`src/rtl/spc_pkg.sv`:
```
package spc_pkg;
  typedef enum logic [1:0] {
    XL_HOST = 2'b00,
    XL_VS   = 2'b01,
    XL_G    = 2'b10,
    XL_BOTH = 2'b11
  } xlType_e;

  typedef enum logic [1:0] {
    FK_SFENCE   = 2'b00,
    FK_HFENCE_VS = 2'b01,
    FK_HFENCE_G  = 2'b10,
    FK_NONE     = 2'b11
  } fenceKind_e;

  localparam int PERM_W     = 7;
  localparam int PERM_BIT_G = 4;

  typedef struct packed {
    logic load1;
    logic load2;
    logic load3;
    logic present;
    logic fillEn;
    logic flushEn;
  } spcStrobes_t;
endpackage

```
`src/rtl/spc_control.sv`:
```
module spc_control
  import spc_pkg::*;
#(
  parameter int NUM_ENTRIES = 16,
  parameter int IDX_W = $clog2(NUM_ENTRIES)
) (
  input  logic                   clk,
  input  logic                   rstN,
  input  logic                   lookValid,
  input  logic                   fillValid,
  input  logic                   fenceValid,
  input  logic [NUM_ENTRIES-1:0] validVec,
  input  logic [NUM_ENTRIES-1:0] hitVec,
  output spcStrobes_t            strobes,
  output logic [IDX_W-1:0]       fillIdx,
  output logic                   respValid,
  output logic                   respHit
);
  localparam int TREE_W = NUM_ENTRIES - 1;

  logic v1, v2, v3;
  logic [TREE_W-1:0] tree, treeNext;
  logic [IDX_W-1:0] hitWay, firstFree;
  logic anyFree, hitAny;

  function automatic logic [IDX_W-1:0] plruVictim(input logic [TREE_W-1:0] t);
    int node = 0;
    for (int l = 0; l < IDX_W; l++) node = 2 * node + 1 + int'(t[node]);
    return IDX_W'(node - TREE_W);
  endfunction

  function automatic logic [TREE_W-1:0] plruTouch(input logic [TREE_W-1:0] t,
                                                  input logic [IDX_W-1:0] way);
    logic [TREE_W-1:0] r = t;
    int node = 0;
    logic dir;
    for (int l = 0; l < IDX_W; l++) begin
      dir = way[IDX_W-1-l];
      r[node] = ~dir;
      node = 2 * node + 1 + int'(dir);
    end
    return r;
  endfunction

  always_ff @(posedge clk) begin
    if (!rstN) begin
      v1 <= 1'b0;
      v2 <= 1'b0;
      v3 <= 1'b0;
      tree <= '0;
    end else begin
      v1 <= lookValid;
      v2 <= v1;
      v3 <= v2;
      tree <= treeNext;
    end
  end

  always_comb begin
    hitWay = '0;
    firstFree = '0;
    anyFree = 1'b0;
    for (int i = NUM_ENTRIES - 1; i >= 0; i--) begin
      if (hitVec[i]) hitWay = IDX_W'(i);
      if (!validVec[i]) begin
        firstFree = IDX_W'(i);
        anyFree = 1'b1;
      end
    end
  end

  assign hitAny  = v3 && (|hitVec);
  assign fillIdx = anyFree ? firstFree : plruVictim(tree);

  always_comb begin
    treeNext = tree;
    if (hitAny) treeNext = plruTouch(treeNext, hitWay);
    if (fillValid) treeNext = plruTouch(treeNext, fillIdx);
  end

  assign strobes.load1   = lookValid;
  assign strobes.load2   = v1;
  assign strobes.load3   = v2;
  assign strobes.present = v3;
  assign strobes.fillEn  = fillValid;
  assign strobes.flushEn = fenceValid;

  assign respValid = v3;
  assign respHit   = hitAny;
endmodule

```
`src/rtl/spc_datapath.sv`:
```
module spc_datapath
  import spc_pkg::*;
#(
  parameter int NUM_ENTRIES = 16,
  parameter int LVL_BITS = 9,
  parameter int NUM_LEVELS = 3,
  parameter int PPN_W = 24,
  parameter int ASID_W = 16,
  parameter int VMID_W = 14,
  parameter int IDX_W = $clog2(NUM_ENTRIES),
  parameter int VPN_W = LVL_BITS * NUM_LEVELS,
  parameter int LEVEL_W = $clog2(NUM_LEVELS)
) (
  input  logic                   clk,
  input  logic                   rstN,
  input  spcStrobes_t            strobes,
  input  logic [IDX_W-1:0]       fillIdx,
  input  logic [VPN_W-1:0]       lookVpn,
  input  logic [1:0]             lookType,
  input  logic [ASID_W-1:0]      lookAsid,
  input  logic [VMID_W-1:0]      lookVmid,
  input  logic [VPN_W-1:0]       fillVpn,
  input  logic [1:0]             fillType,
  input  logic [ASID_W-1:0]      fillAsid,
  input  logic [VMID_W-1:0]      fillVmid,
  input  logic [PPN_W-1:0]       fillPpn,
  input  logic [PERM_W-1:0]      fillPerm,
  input  logic [LEVEL_W-1:0]     fillLevel,
  input  logic                   fillPrefetch,
  input  logic [1:0]             fenceKind,
  input  logic                   fenceVirt,
  input  logic [VPN_W-1:0]       fenceAddr,
  input  logic [ASID_W-1:0]      fenceAsid,
  input  logic [VMID_W-1:0]      fenceVmid,
  output logic [NUM_ENTRIES-1:0] validVec,
  output logic [NUM_ENTRIES-1:0] hitVec,
  output logic [PPN_W-1:0]       respPpn,
  output logic [PERM_W-1:0]      respPerm,
  output logic [LEVEL_W-1:0]     respLevel,
  output logic                   respPrefetch
);
  // entry store
  logic [NUM_ENTRIES-1:0] eValid, validNext;
  logic [VPN_W-1:0]   eVpn  [NUM_ENTRIES];
  logic [1:0]         eType [NUM_ENTRIES];
  logic [ASID_W-1:0]  eAsid [NUM_ENTRIES];
  logic [VMID_W-1:0]  eVmid [NUM_ENTRIES];
  logic [PPN_W-1:0]   ePpn  [NUM_ENTRIES];
  logic [PERM_W-1:0]  ePerm [NUM_ENTRIES];
  logic [LEVEL_W-1:0] eLvl  [NUM_ENTRIES];
  logic               ePf   [NUM_ENTRIES];

  // lookup pipeline
  logic [VPN_W-1:0]  s1Vpn, s2Vpn;
  logic [1:0]        s1Type, s2Type;
  logic [ASID_W-1:0] s1Asid, s2Asid;
  logic [VMID_W-1:0] s1Vmid, s2Vmid;
  logic [NUM_ENTRIES-1:0] matchVec, flushVec, s3Match;
  logic [PPN_W-1:0]   s3Ppn, selPpn;
  logic [PERM_W-1:0]  s3Perm, selPerm;
  logic [LEVEL_W-1:0] s3Lvl, selLvl;
  logic               s3Pf, selPf;
  logic [1:0] effType, fenceTarget;
  logic       fenceTargetOk, fenceIsS, s3Hit;

  function automatic logic vpnHit(input logic [VPN_W-1:0] a, input logic [VPN_W-1:0] b,
                                  input logic [LEVEL_W-1:0] lvl);
    logic [VPN_W-1:0] m;
    for (int k = 0; k < VPN_W; k++) m[k] = (k >= int'(lvl) * LVL_BITS);
    return ((a ^ b) & m) == '0;
  endfunction

  assign effType = (s2Type == XL_BOTH) ? XL_VS : s2Type;
  assign fenceIsS = (fenceKind == FK_SFENCE);

  always_comb begin
    fenceTargetOk = 1'b1;
    case (fenceKind)
      FK_SFENCE:    fenceTarget = fenceVirt ? XL_VS : XL_HOST;
      FK_HFENCE_VS: fenceTarget = XL_VS;
      FK_HFENCE_G:  fenceTarget = XL_G;
      default: begin
        fenceTarget = XL_HOST;
        fenceTargetOk = 1'b0;
      end
    endcase
  end

  for (genvar i = 0; i < NUM_ENTRIES; i++) begin : g_ent
    logic asidOk, vmidOk, fAddr, fAsid, fVmid;
    assign asidOk = (effType == XL_G) || (eAsid[i] == s2Asid) || ePerm[i][PERM_BIT_G];
    assign vmidOk = (effType == XL_HOST) || (eVmid[i] == s2Vmid);
    assign matchVec[i] = eValid[i] && (eType[i] == effType) && asidOk && vmidOk
                         && vpnHit(eVpn[i], s2Vpn, eLvl[i]);
    assign fAddr = (fenceAddr == '0) || vpnHit(eVpn[i], fenceAddr, eLvl[i]);
    assign fAsid = !fenceIsS || (fenceAsid == '0)
                   || ((eAsid[i] == fenceAsid) && !ePerm[i][PERM_BIT_G]);
    assign fVmid = fenceIsS ? (!fenceVirt || (eVmid[i] == fenceVmid))
                            : ((fenceVmid == '0) || (eVmid[i] == fenceVmid));
    assign flushVec[i] = eValid[i] && fenceTargetOk && (eType[i] == fenceTarget)
                         && fAddr && fAsid && fVmid;
  end

  always_comb begin
    validNext = eValid;
    if (strobes.flushEn) validNext = validNext & ~flushVec;
    if (strobes.fillEn) validNext[fillIdx] = 1'b1;
  end

  always_ff @(posedge clk) begin
    if (!rstN) eValid <= '0;
    else eValid <= validNext;
  end

  always_ff @(posedge clk) begin
    if (strobes.fillEn) begin
      eVpn[fillIdx]  <= fillVpn;
      eType[fillIdx] <= fillType;
      eAsid[fillIdx] <= fillAsid;
      eVmid[fillIdx] <= fillVmid;
      ePpn[fillIdx]  <= fillPpn;
      ePerm[fillIdx] <= fillPerm;
      eLvl[fillIdx]  <= fillLevel;
      ePf[fillIdx]   <= fillPrefetch;
    end
  end

  // lowest matching index wins
  always_comb begin
    logic [IDX_W-1:0] sel;
    sel = '0;
    for (int i = NUM_ENTRIES - 1; i >= 0; i--) if (matchVec[i]) sel = IDX_W'(i);
    selPpn  = ePpn[sel];
    selPerm = ePerm[sel];
    selLvl  = eLvl[sel];
    selPf   = ePf[sel];
  end

  always_ff @(posedge clk) begin
    if (strobes.load1) begin
      s1Vpn <= lookVpn;  s1Type <= lookType;
      s1Asid <= lookAsid; s1Vmid <= lookVmid;
    end
    if (strobes.load2) begin
      s2Vpn <= s1Vpn;  s2Type <= s1Type;
      s2Asid <= s1Asid; s2Vmid <= s1Vmid;
    end
    if (strobes.load3) begin
      s3Match <= matchVec;
      s3Ppn <= selPpn; s3Perm <= selPerm;
      s3Lvl <= selLvl; s3Pf <= selPf;
    end
  end

  assign s3Hit        = strobes.present && (|s3Match);
  assign validVec     = eValid;
  assign hitVec       = strobes.present ? s3Match : '0;
  assign respPpn      = s3Hit ? s3Ppn : '0;
  assign respPerm     = s3Hit ? s3Perm : '0;
  assign respLevel    = s3Hit ? s3Lvl : '0;
  assign respPrefetch = s3Hit && s3Pf;
endmodule

```
`src/rtl/superpage_entry_cache.sv`:
```
module superpage_entry_cache
  import spc_pkg::*;
#(
  parameter int NUM_ENTRIES = 16,
  parameter int LVL_BITS = 9,
  parameter int NUM_LEVELS = 3,
  parameter int PPN_W = 24,
  parameter int ASID_W = 16,
  parameter int VMID_W = 14,
  localparam int IDX_W = $clog2(NUM_ENTRIES),
  localparam int VPN_W = LVL_BITS * NUM_LEVELS,
  localparam int LEVEL_W = $clog2(NUM_LEVELS)
) (
  input  logic               clk,
  input  logic               rstN,
  input  logic               lookValid,
  input  logic [VPN_W-1:0]   lookVpn,
  input  logic [1:0]         lookType,
  input  logic [ASID_W-1:0]  lookAsid,
  input  logic [VMID_W-1:0]  lookVmid,
  input  logic               fillValid,
  input  logic [VPN_W-1:0]   fillVpn,
  input  logic [1:0]         fillType,
  input  logic [ASID_W-1:0]  fillAsid,
  input  logic [VMID_W-1:0]  fillVmid,
  input  logic [PPN_W-1:0]   fillPpn,
  input  logic [PERM_W-1:0]  fillPerm,
  input  logic [LEVEL_W-1:0] fillLevel,
  input  logic               fillPrefetch,
  input  logic               fenceValid,
  input  logic [1:0]         fenceKind,
  input  logic               fenceVirt,
  input  logic [VPN_W-1:0]   fenceAddr,
  input  logic [ASID_W-1:0]  fenceAsid,
  input  logic [VMID_W-1:0]  fenceVmid,
  output logic               respValid,
  output logic               respHit,
  output logic [PPN_W-1:0]   respPpn,
  output logic [PERM_W-1:0]  respPerm,
  output logic [LEVEL_W-1:0] respLevel,
  output logic               respPrefetch
);
  spcStrobes_t strobes;
  logic [IDX_W-1:0] fillIdx;
  logic [NUM_ENTRIES-1:0] validVec, hitVec;

  spc_control #(.NUM_ENTRIES(NUM_ENTRIES), .IDX_W(IDX_W)) u_ctrl (
    .clk(clk), .rstN(rstN), .lookValid(lookValid), .fillValid(fillValid),
    .fenceValid(fenceValid), .validVec(validVec), .hitVec(hitVec),
    .strobes(strobes), .fillIdx(fillIdx), .respValid(respValid), .respHit(respHit)
  );

  spc_datapath #(
    .NUM_ENTRIES(NUM_ENTRIES), .LVL_BITS(LVL_BITS), .NUM_LEVELS(NUM_LEVELS),
    .PPN_W(PPN_W), .ASID_W(ASID_W), .VMID_W(VMID_W),
    .IDX_W(IDX_W), .VPN_W(VPN_W), .LEVEL_W(LEVEL_W)
  ) u_dp (
    .clk(clk), .rstN(rstN), .strobes(strobes), .fillIdx(fillIdx),
    .lookVpn(lookVpn), .lookType(lookType), .lookAsid(lookAsid), .lookVmid(lookVmid),
    .fillVpn(fillVpn), .fillType(fillType), .fillAsid(fillAsid), .fillVmid(fillVmid),
    .fillPpn(fillPpn), .fillPerm(fillPerm), .fillLevel(fillLevel),
    .fillPrefetch(fillPrefetch), .fenceKind(fenceKind), .fenceVirt(fenceVirt),
    .fenceAddr(fenceAddr), .fenceAsid(fenceAsid), .fenceVmid(fenceVmid),
    .validVec(validVec), .hitVec(hitVec), .respPpn(respPpn), .respPerm(respPerm),
    .respLevel(respLevel), .respPrefetch(respPrefetch)
  );
endmodule

```
`config.mk`:
```
export PLATFORM = sky130hd
export DESIGN_NAME = superpage_entry_cache
export DESIGN_NICKNAME = d
export VERILOG_FILES = /design/src/rtl/spc_pkg.sv /design/src/rtl/spc_control.sv /design/src/rtl/spc_datapath.sv /design/src/rtl/superpage_entry_cache.sv
export SDC_FILE = /design/constraint.sdc
export NUM_CORES = 2
export LEC_CHECK = 0
export BUFFER_PORTS_ARGS = -buffer_cell sky130_fd_sc_hd__buf_2
export CORE_ASPECT_RATIO = 1.4
export CORE_MARGIN = 10
export CORE_UTILIZATION = 45
export DETAILED_ROUTE_END_ITERATION = 16
export SYNTH_ARGS = -nofsm -noshare
export SYNTH_HDL_FRONTEND = slang
export SYNTH_SLANG_ARGS = --single-unit
```
`constraint.sdc`:
```
create_clock -name clk -period 20.5 [get_ports clk]
set_clock_uncertainty 0.1 [all_clocks]
set_input_delay 2.05 -clock clk [delete_from_list [all_inputs] [get_ports clk]]
set_output_delay 2.05 -clock clk [all_outputs]
set_load 0.05 [all_outputs]
```
---- Yosys cells after proc, flatten, opt, wreduce, memory -nomap -nowiden ----
Memories as Yosys holds them, arrays and structs flattened. A register that Yosys moved wholly into a read port is not among the register bits.
Cells that the tools add are included.
Widths: inputs -> output; s select.
cells by class
  add/sub/neg operators ................... 18
  $mul .................................... 16
  magnitude comparators ................... 449
  eq/ne operators ......................... 100
  mux-type cells .......................... 124
  bitwise operators ....................... 75
  reductions and logical operators ........ 342
operators with widths
  kind                   number
  $ge 6x32->1 const A    173
  $ge 5x32->1 const A    121
  $ge 4x32->1 const A    61
  $ge 3x32->1 const A    32
  $logic_not 27->1       33
  $and 27x27->27         32
  $xor 27x27->27         32
  $eq 16x16->1           32
  $ge 1x32->1 const A    16
  $ge 2x32->1 const A    16
  $eq 14x14->1           32
  $lt 32x6->1 const B    9
  $mux 4                 49
  $add 32x2->32          6
  $add 32x2->32 const B  6
  $ge 32x1->1 const B    6
  $logic_and 1x1->1      170
  $logic_or 1x1->1       113
  $mul 2x4->6 const B    16
  $bwmux 15              6
  $eq 2x2->1             32
  $mux 1                 49
  $mux 16                3
  $ge 4x6->1 const A     7
  other kinds (28)       72
word-level totals
  register bits ........................... 168
  RAM bits ................................ 1488
  input port bits ......................... 217
  output and inout port bits .............. 36
  logic and storage cells ................. 1147
  memories kept ........................... 8
memory list
  name             depth  width  read ports  clocked after Yosys merged registers in  wr ports  line                source
  u_dp.eVpn        16     27     16          0                                        1         spc_datapath.sv:44  logic [VPN_W-1:0] eVpn [NUM_ENTRIES];
  u_dp.ePpn        16     24     1           1                                        1         spc_datapath.sv:48  logic [PPN_W-1:0] ePpn [NUM_ENTRIES];
  u_dp.eAsid       16     16     16          0                                        1         spc_datapath.sv:46  logic [ASID_W-1:0] eAsid [NUM_ENTRIES];
  u_dp.eVmid       16     14     16          0                                        1         spc_datapath.sv:47  logic [VMID_W-1:0] eVmid [NUM_ENTRIES];
  u_dp.ePerm       16     7      17          1                                        1         spc_datapath.sv:49  logic [PERM_W-1:0] ePerm [NUM_ENTRIES];
  u_dp.eLvl        16     2      17          1                                        1         spc_datapath.sv:50  logic [LEVEL_W-1:0] eLvl [NUM_ENTRIES];
  2 more memories  --     --     --          --                                       --        --

---- Logic depth before layout (Yosys ltp) ----
  depth after elaboration ................. 32
  mapped depth ............................ 20
  depth with buffers taken out ............ 18

---- Cells and area by module ----
From an unflattened synthesis, not the netlist that was laid out.
unflattened totals
  cell total of the unflattened synthesis .. 5881
  area total of the unflattened synthesis .. 81778.4 um2
by module, submodules not included
  module        instances  cells an instance  area an instance (um2)  seq. area each (um2)
  spc_datapath  1          5603               79575.1                 50048.0
  spc_control   1          278                2203.4                  360.3

---- Least setup slack after synthesis ----
OpenSTA, ideal clock, no wires.
  path kind ............................... flip-flop to flip-flop
  start point ............................. reg u_ctrl.tree[0]
  end point ............................... mem u_dp.eAsid[10][0], enable pin
  library setup time ...................... 661 ps
  arrival time ............................ 9981 ps
  required time ........................... 19739 ps
  setup slack ............................. 9758 ps
  cell stages (with the launch flop) ...... 15
  buffers on the path ..................... 3
  period minus slack after synthesis ...... 10742 ps
  path through ............................ dfxtp_1 mux2i_1 ha_1 mux4_2 a32o_1 buf_2 ha_1 mux4_2 mux2i_1 nand2_1 o211a_1 or2_1 buf_2 buf_2 nor3_1
on the way
  word-level cells in the longest chain between the ends .. 15
  elaborated cells on any way between the ends .. 18
  those cells by class .................... add/sub (8); mux (10)
ends and longest elaborated chain
  what                                                                    line                source
  from (decl)                                                             spc_control.sv:22   logic [TREE_W-1:0] tree, treeNext;
  from (signal assigned)                                                  spc_control.sv:55   tree <= treeNext;
  parallel branches: the longest is 12 deep, another holds $add 32x2->32  --
  $add 4x2->4 *                                                           spc_control.sv:28   for (int l = 0; l < IDX_W; l++) node = 2 * node + 1 + int'(t[node]);
  $sub 4x1->4 *                                                           spc_control.sv:29   return IDX_W'(node - TREE_W);
  $mux 4 *                                                                spc_control.sv:73   assign fillIdx = anyFree ? firstFree : plruVictim(tree);
  to (decl)                                                               spc_datapath.sv:46
Every way passes the cells marked *. The select of a mux whose other input is x is not followed.

---- Final worst setup path ----
  start point ............................. reg u_dp.s2Vpn[23]
  end point ............................... reg u_dp.s3Pf (read register of u_dp.ePf) (data pin)
on the way
  word-level cells in the longest chain between the ends .. 20
  elaborated cells on any way between the ends .. 80
  those cells by class .................... mux (16); bitwise (32); reduce/logical (32)
ends and longest elaborated chain
  what                    line                 source
  from (decl)             spc_datapath.sv:54   logic [VPN_W-1:0] s1Vpn, s2Vpn;
  from (signal assigned)  spc_datapath.sv:145  s2Vpn <= s1Vpn; s2Type <= s1Type;
  $xor 27x27->27          spc_datapath.sv:70   return ((a ^ b) & m) == '0;
  $and 27x27->27          spc_datapath.sv:70
  $logic_not 27->1        spc_datapath.sv:70
  $logic_and 1x1->1       spc_datapath.sv:94   && vpnHit(eVpn[i], s2Vpn, eLvl[i]);
  $mux 4 (15 in series)   spc_datapath.sv:132  for (int i = NUM_ENTRIES - 1; i >= 0; i--) if (matchVec[i]) sel = IDX_W'(i);
  $mux 4 *                spc_datapath.sv:132
  to (decl)               spc_datapath.sv:62   logic s3Pf, selPf;
Every way passes the cells marked *; elsewhere a longest branch is shown, timed or not.
A chain may end at the register's enable or synchronous reset.

==> metrics.txt <==
status=complete, no violations; WL final=291000 um; Tot GR Track Use=0.279; Hold Path Depth=0; crit path time final=between 6 and 7 ns; CP max stage delay=0.85 ns; Die ar.=around 0.20 sq mm; worst r2r dst=u_dp.s3Pf; YS warnings=0; R2R Setup Slk=~14 ns; CP endpoint kind=register; gpl congestion=0.924; Min-Delay Startpoint=u_dp.s1Asid[4]; # rows=186; fillers=15800; worst min path class=reg2reg; R2R cell count=14; CP max-delay cell=a2111oi_0; IR drop worst, VDD=73.1 uV; Final setup violation count=0; f_max=0.143 GHz; worst path cell trace=buf_4 > xor2_1 > nor3_1 > nand4_1 > o41ai_1 > and4_1 > nand2b_2 > buf_4 > o21ai_4 > nand2_4 > buf_4 > mux2_2 > a2111oi_0 > or4b_1; worst-path maximum fanout=46; Critical Path Start Type=register; Hold Path End=u_dp.s2Asid[4]; 1st-iter DRT viols=5705; Layout Area Growth over Synthesis=11.1%; most frequent CP cell=buf_4; clock-pin slew on the worst setup and hold paths=0.06 ns; CTS tree=yes; Post-route DRC=0; first-pass GRT wire length=406000 um; Pleak=30.3 nW; port bufs=252; I/O pin total=between 200 and 300; slew margin rel.=0.0356; Worst Slack Setup Final=13.51 ns; CP required=20.98 ns; Via density=6.12; width of the die=382 um; Tightest Pin Transition=1.43 ns; pwr dens=82.0 mW/mm^2; Synth area leaders=edfxtp_1 (60%), xnor2_1 (10%), xor2_1 (9.3%); setup TNS=0 ns; Final Hold Vio Count=0; worst reg2reg path startpoint=u_dp.s2Vpn[23]; wire per inst=32.9 um; Post-CTS Setup Bufs=0; arrival time worst endpoint=7.47 ns; Synth top area share=0.602; layout cells sized above 1=0.116; Max Cap Viol=0; Inserted Clock Buffers=about 170; hold buffer count at CTS=0; Max clock buf depth=3; kind of critical path=reg2reg; first-pass detailed-route iteration total=6; HPWL Detailed=roughly 180000 um; Synth Flop Type=edfxtp_1; Yosys reg bits=1690; synth unique cells=81; vias=54100; RSZ-0062 raised after global routing=false; CORE AREA=between 0.15 and 0.2 sq mm; syn_area_per_cell=13.6 sq um; Final Slew Violations=0; largest net degree at the start of global routing=69; clock sinks=1690; number of enable flip-flop cells after synthesis=1656; CTS Root Cell=clkbuf_16; ys async rst share=0; clk_lat worst skew=about 0.84 ns; dominant cell type by area after synthesis=edfxtp_1; synthesized area=0.0826 sq mm; DP Worst Slack=between 10 and 15 ns; Synthesized Nets=6312; Overflow after GRT=0; # resized after CTS=0; Die H=527 um; htree depth=4; Starting Density=0.451; fin crit share=0.341; vias in the first global route=54300; Antenna Nets Post-Route=0; initial antenna violation count=21; Layout Nets=6487; Post-Syn Instances=6079; Seq/Total Area, Yosys=0.610
-- cell families after synthesis --
kind of cell | share of synthesized area
compound gates | 0.0677
xor+xnor | 0.196
fa+ha+maj | 0.00242
buf+inv | 0.0250
flops | 0.610
mux | 0.0178
simple gates | 0.0805
-- sequential cells by signal (all words and copies together) (netlist names), 7 cells and up --
register and count:
u_dp.s1Asid 16, u_dp.eAsid 256, u_dp.eVmid 224, u_dp.ePpn 384, u_dp.s1Vpn 27, u_dp.s2Asid 16
u_dp.s3Perm 7, u_dp.eType 32, u_dp.eLvl 32, u_ctrl.tree 15, u_dp.ePf 16, u_dp.eVpn 432
u_dp.s2Vmid 14, u_dp.s3Ppn 24, u_dp.s3Match 16, u_dp.ePerm 112, u_dp.s2Vpn 27, u_dp.s1Vmid 14
u_dp.validVec 16
-- stage by stage --
step	util	hold WS (ns)	power, mW	cells	instance area (sq um)
5_1_grt	0.502	0.323	7.72	8842	91800
3_3_place_gp	0.473	0.301	4.53	8527	86400
2_1_floorplan	-	0.300	4.29	6079	82600
3_5_place_dp	0.473	0.305	4.54	8527	86400
4_1_cts	0.502	0.316	7.56	8840	91800
6_report	0.502	0.315	7.53	8847	91800
-- Yosys cell counts, drive strengths merged, types with 32 or more instances --
library cell and number:
buf 151, and2 109, inv 41, o21ai 34, xnor2 971, o22ai 35, mux2 35, nand4 222
xor2 879, clkbuf 254, nor3 139, o211ai 44, o2111ai 78, or4b 32, o211a 41, nand3 126
nor4 221, edfxtp 1656, dfxtp 34, nand2 163, a221oi 45, a31oi 91, mux2i 91, a2111oi 35
a21oi 180, nor2 92
-- critical path, delay by kind of cell, from the launching register on --
kind,cells,cell delay (ns)
AO/OA/AOI/OAI,3,1.82
XOR/XNOR,1,0.10
buffers and inverters,3,1.54
flip-flops,1,0.63
multiplexers,1,0.41
AND/OR/NAND/NOR,6,2.12
-- layout make-up --
type / count / area (sq um) / area share
Clock inverter: 105 / 898 / 0.00979
Sequential cell: 1690 / 50400 / 0.549
Multi-Input combinational cell: 3943 / 30300 / 0.331
Antenna cell: 7 / 17.5 / 0.000191
Timing Repair Buffer: 409 / 2440 / 0.0266
Clock buffer: 208 / 4440 / 0.0484
Tap cell: 2444 / 3060 / 0.0333
Inverter: 41 / 176 / 0.00192
-- layout by cell type, fill, tap and decap left out, drive strengths merged, types with 44 or more instances in the layout --
cell type	n
a221oi	45
clkinv	75
a21oi	180
buf	409
clkbuf	208
xor2	879
mux2i	91
o2111ai	78
xnor2	971
edfxtp	1656
and2	109
nand2	163
nor2	92
o211ai	44
a31oi	91
nor3	139
nand4	222
inv	50
nand3	126
nor4	221
-- routing by layer --
metal | global-route usage | vias to the layer above | wire, um
met3 | 0.0528 | 780 | 22000
met4 | 0.167 | 32 | 19600
li1 | - | 23000 | -
met2 | 0.469 | 2606 | 141000
met1 | 0.333 | 27700 | 108000
met5 | 0 | - | 195
-- how the worst max path moves through the flow --
| stage | start | endpoint | slack [ns] | cells past startpoint |
|---|---|---|---|---|
| after floorplan | u_ctrl.tree[0] | u_dp.eAsid[10][0] | 9.76 | 14 |
| after global placement | u_dp.s2Vpn[23] | u_dp.s3Ppn[10] | 13.64 | 14 |
| after detailed placement | u_dp.s2Vpn[23] | u_dp.s3Pf | 13.64 | 14 |
| after CTS | u_dp.s2Vmid[7] | u_dp.s3Ppn[14] | 13.62 | 13 |
| after global routing | u_dp.s2Vmid[7] | u_dp.s3Ppn[2] | 13.43 | 13 |
| final | u_dp.s2Vpn[23] | u_dp.s3Pf | 13.51 | 14 |
-- where the power goes --
part / internal [mW] / leakage (nW) / switching [mW]
Combinational: 0.185 / 12.4 / 0.399
Sequential: 3.85 / 15.3 / 0.0385
Clock: 1.68 / 2.58 / 1.38
Total: 5.71 / 30.3 / 1.82
Power figures use the tool's default switching activity.
